`src/rtl/vcb_pkg.sv`:
```
package vcb_pkg;

  typedef enum logic {
    FETCH_CHARPTR = 1'b0,
    FETCH_SPRITE  = 1'b1
  } fetch_kind_e;

  typedef struct packed {
    logic        vld;
    fetch_kind_e kind;
  } steal_slot_t;

endpackage

```
`src/rtl/vcb_lead_pipe.sv`:
```
// Countdown pipeline of planned steals: one slot per bus cycle of lead.
module vcb_lead_pipe
  import vcb_pkg::*;
#(
  parameter int LEAD = 3
) (
  input  logic        clk,
  input  logic        rst_n,
  input  logic        shift_en,
  input  logic        push_vld,
  input  fetch_kind_e push_kind,
  output logic        any_pend,
  output logic        head_vld,
  output fetch_kind_e head_kind
);

  localparam int DEPTH = LEAD + 1;

  steal_slot_t [DEPTH-1:0] slot_q;
  logic        [DEPTH-1:0] vld_vec;

  always_ff @(posedge clk) begin
    if (!rst_n) begin
      slot_q <= '0;
    end else if (shift_en) begin
      for (int i = 0; i < DEPTH - 1; i++) begin
        slot_q[i] <= slot_q[i+1];
      end
      slot_q[DEPTH-1] <= '{vld: push_vld, kind: push_kind};
    end
  end

  genvar g;
  generate
    for (g = 0; g < DEPTH; g++) begin : g_vld
      assign vld_vec[g] = slot_q[g].vld;
    end
  endgenerate

  assign any_pend  = |vld_vec;
  assign head_vld  = slot_q[0].vld;
  assign head_kind = slot_q[0].kind;

endmodule

```
`src/rtl/vcb_phase_gate.sv`:
```
// Decides ownership of the lines within the current half-cycle.
module vcb_phase_gate (
  input  logic phase2,
  input  logic steal_now,
  output logic addr_en,
  output logic vid_drive_en,
  output logic steal_strobe
);

  always_comb begin
    steal_strobe = phase2 & steal_now;
    addr_en      = phase2 & ~steal_now;
    vid_drive_en = ~addr_en;
  end

endmodule

```
`src/rtl/vidcpu_bus_arbiter.sv`:
```
module vidcpu_bus_arbiter
  import vcb_pkg::*;
#(
  parameter int LEAD = 3
) (
  input  logic clk,
  input  logic rst_n,
  input  logic phase2,
  input  logic plan_valid,
  input  logic plan_kind,
  output logic plan_ready,
  output logic bus_avail,
  output logic addr_en,
  output logic vid_drive_en,
  output logic steal_strobe,
  output logic steal_kind
);

  localparam int CW = $clog2(LEAD + 2);
  localparam logic [CW-1:0] CNT_MAX = CW'(LEAD + 1);

  logic        accept;
  logic        any_pend;
  logic        head_vld;
  fetch_kind_e head_kind;

  // The stream is taken only on the edge that closes a bus cycle.
  assign plan_ready = phase2;
  assign accept     = plan_valid & plan_ready;

  vcb_lead_pipe #(.LEAD(LEAD)) u_pipe (
    .clk      (clk),
    .rst_n    (rst_n),
    .shift_en (phase2),
    .push_vld (accept),
    .push_kind(fetch_kind_e'(plan_kind)),
    .any_pend (any_pend),
    .head_vld (head_vld),
    .head_kind(head_kind)
  );

  vcb_phase_gate u_gate (
    .phase2      (phase2),
    .steal_now   (head_vld),
    .addr_en     (addr_en),
    .vid_drive_en(vid_drive_en),
    .steal_strobe(steal_strobe)
  );

  assign bus_avail  = ~any_pend;
  assign steal_kind = head_kind;

  // Checker-only count of whole bus cycles spent with bus_avail low.
  logic [CW-1:0] low_cnt;
  always_ff @(posedge clk) begin
    if (!rst_n) begin
      low_cnt <= '0;
    end else if (phase2) begin
      if (bus_avail)              low_cnt <= '0;
      else if (low_cnt != CNT_MAX) low_cnt <= low_cnt + 1'b1;
    end
  end

  AST_ACCEPT_DROPS_BA: assert property (@(posedge clk) disable iff (!rst_n)
    (plan_valid && plan_ready) |=> !bus_avail);
  AST_LEAD_WINDOW: assert property (@(posedge clk) disable iff (!rst_n)
    steal_strobe |-> (low_cnt >= CW'(LEAD)));
  AST_STEAL_HOLD: assert property (@(posedge clk) disable iff (!rst_n)
    steal_strobe |-> (!bus_avail && !addr_en && vid_drive_en));
  AST_NO_GLITCH: assert property (@(posedge clk) disable iff (!rst_n)
    (phase2 && !bus_avail && !steal_strobe) |=> !bus_avail);

endmodule

```
`config.mk`:
```
export PLATFORM = sky130hd
export DESIGN_NAME = vidcpu_bus_arbiter
export DESIGN_NICKNAME = d
export VERILOG_FILES = /design/src/rtl/vcb_pkg.sv /design/src/rtl/vcb_lead_pipe.sv /design/src/rtl/vcb_phase_gate.sv /design/src/rtl/vidcpu_bus_arbiter.sv
export SDC_FILE = /design/constraint.sdc
export NUM_CORES = 1
export LEC_CHECK = 0
export BUFFER_PORTS_ARGS = -buffer_cell sky130_fd_sc_hd__buf_2
export CORE_AREA = 2 2 39 41
export DETAILED_ROUTE_END_ITERATION = 16
export DIE_AREA = 0 0 41 43
export PLACE_DENSITY = 0.48
export SYNTH_ARGS = -nofsm -noshare
export SYNTH_HDL_FRONTEND = slang
export SYNTH_HIERARCHICAL = 1
export SYNTH_SLANG_ARGS = --single-unit
export TNS_END_PERCENT = 1
```
`constraint.sdc`:
```
create_clock -name clk -period 0.8 [get_ports clk]
set_input_delay 0.04 -clock clk [delete_from_list [all_inputs] [get_ports clk]]
set_output_delay 0.04 -clock clk [all_outputs]
set_load 0.05 [all_outputs]
```
==> impl_metrics.ini <==
[clock_tree]
htreeDepth = 1
cts-root-buf = clkbuf_4
cts_inserted_buffers = 3
clock-sinks = 8
clock_latency_ps = 250
clk_pin_slew_worst_paths_ps = 50
post-cts-setup-buffer-count = 0
clockBufferDepth = 2
cts_tree = done

[sta]
holdWs_ps = 69.1
post-route-min-period_ps = 1360
worstMarginPinSlew_ps = 321
setup-violations-final = 4
rsz0062_at_grt = true
hold_viol = 0
fin_ws_ps = -556
fin_worst_skew_ps = 4.47
slew_viol_final = 0
relSlewSlack = 0.786
fmax_mhz = 737
period_share = 1.70

[global_routing]
busiest_layer = met2
grt_pass1_vias = 246
grt_max_degree = 14
grt_pass1_wl_um = 903
use_met1 = 0.0742
overflow = 0
antenna_found_initial = 0
use_met2 = 0.134
grtUsageMet3 = 0.0314
grt_usage = 0.0814

[drt]
drtPass1Iterations = 2
via_count = 255
wl_per_cell_um = 9.48
dr.first_iter.drc_count = 1
viasPerCell = 4.05
detail-route-antenna-nets = 0
routed_wl_um = 597
drc = 0

[min_path]
min_path_cells = 3
hold_class = input pin to flop
min_to = u_pipe/slot_q[6]
worstHoldStart = plan_kind

[logic_synthesis]
syn_area_per_cell_um2 = 10.8
ys_warn_count = 6
synth_top_area_frac = 0.464
synth_area_leader_cell = dfxtp_1
ys_seq_area_frac = 0.464
ys_types = 10
synth_seq_cells = 8
synth.cell_area_um2 = 345
synth_area_leaders = dfxtp_1, mux2i_1, nor2b_1
synthesis.nets = 37
syn_inst = 32

[layout]
drive_gt1_frac = 0.574
areaGrowthSynthToFinish_pct = 49.3
mostFrequentLayoutCells = nor2b_1, mux2i_1, buf_2, buf_6
final_common_cell = nor2b_1
fin_nets = 54
fillers = 142
diodes = 0

[status]
status = finished with violations
violations = setup timing

[power_and_ir_drop]
total_power_uw = 857
power.density_mw_per_mm2 = 1660
p_int_uw = 647
comb_power_share = 0.173
power_frac_seq = 0.484
pwr-share-clk = 0.343
ir_drop_v = 0.000568
sw_frac_of_total = 0.244
p_leak_nw = 0.228
switchingPower_uw = 209

[die]
core-area_mm2 = 0.00138
initial_core_util = 0.250
die-area_mm2 = 0.00176
dieHeight_um = 43
ios = 11
die_x_um = 41
row_count = 14

[critical_path]
path_class = flop to primary output
end_kind = primary output
cp_max_fo = 2
start_kind = flop
reg2reg_to = u_pipe/slot_q[7]
reg2reg_from = u_pipe/slot_q[7]
cp.required_ps = 760
crit_arrival_ps = 1320
ff2ff_setup_slack_ps = 60
reg2regPathDepth = 3

[placed_design]
portBuffers = 10
globalplace.congestion = 0.599

[run]
maxCapViolCount = 0
==> repair_timing <==
action                     CTS  global route
hold buffers                 0             0
pin swaps                    1             0
gates resized for setup     14             4
setup endpoints to repair    5             6
==> power groups by stage <==
stage / sequential [mW] / combinational (mW) / clock, mW
finish: 0.415 / 0.148 / 0.294
global route: 0.415 / 0.157 / 0.345
CTS: 0.413 / 0.146 / 0.322
detailed placement: 0.422 / 0.126 / 0
global placement: 0.421 / 0.123 / 0
floorplan: 0.422 / 0.0962 / 0
==> state kept, by name, summed over array words and instances (netlist names) <==
| name | flops |
|---|---|
| u_pipe/head_vld | 1 |
| u_pipe/slot_q | 6 |
| u_pipe/head_kind | 1 |
==> cells in the mapped netlist <==
| cell type | instances |
|---|---|
| and2b_2 | 1 |
| and2_2 | 1 |
| dfxtp_1 | 8 |
| mux2i_1 | 8 |
| or4_1 | 1 |
| inv_1 | 1 |
| nand2b_1 | 1 |
| nor2b_1 | 8 |
| buf_4 | 2 |
| and2_1 | 1 |
==> area by class of cell <==
cell class                 count  area [µm²]  share of cell area
multi-input combinational     21         181               0.352
sequential                     8         165               0.320
timing repair buffer          14         119               0.231
clock buffer                   3        22.5              0.0437
tap                           16        20.0              0.0388
inverter                       1        7.51              0.0146
==> logic make-up after synthesis <==
| kind of cell | Yosys count | synth area share |
|---|---|---|
| and+or+nand+nor | 13 | 0.250 |
| muxes | 8 | 0.232 |
| DFF | 8 | 0.464 |
| buffers and inverters | 3 | 0.0543 |
==> worst max-delay path: stages (launching register included) <==
cell	delay, ps
dfxtp_2	310
or4_4	540
clkinvlp_4	90
buf_8	130
==> layer usage <==
layer / vias to the layer above / wire, µm / part of all wire
met4: 0 / 0 / 0
met2: 5 / 333 / 0.56
met3: 0 / 26 / 0.044
met1: 112 / 237 / 0.40
met5: - / 0 / 0
li1: 138 / - / -
==> through the flow <==
step | setup slack (ps) | utilization | instances | TNS [ps] | cell area [µm²]
global placement | -377 | 0.316 | 60 | -526 | 438
CTS | -572 | 0.365 | 63 | -1400 | 505
finish | -556 | 0.373 | 63 | -1320 | 515
global route | -609 | 0.373 | 63 | -1500 | 515
detailed placement | -395 | 0.316 | 60 | -611 | 438
floorplan | -280 | - | 32 | -391 | 353
==> how the worst max path moves through the flow <==
| stage | start | end | cells past startpoint |
|---|---|---|---|
| after CTS | u_pipe/slot_q[5] | bus_avail | 3 |
| after detailed placement | u_pipe/slot_q[7] | bus_avail | 3 |
| after floorplan | u_pipe/slot_q[7] | bus_avail | 2 |
| final | u_pipe/slot_q[5] | bus_avail | 3 |
| after global placement | u_pipe/slot_q[7] | bus_avail | 3 |
| after global routing | u_pipe/slot_q[5] | bus_avail | 3 |
No activity file was read; power rests on OpenSTA's default activity.
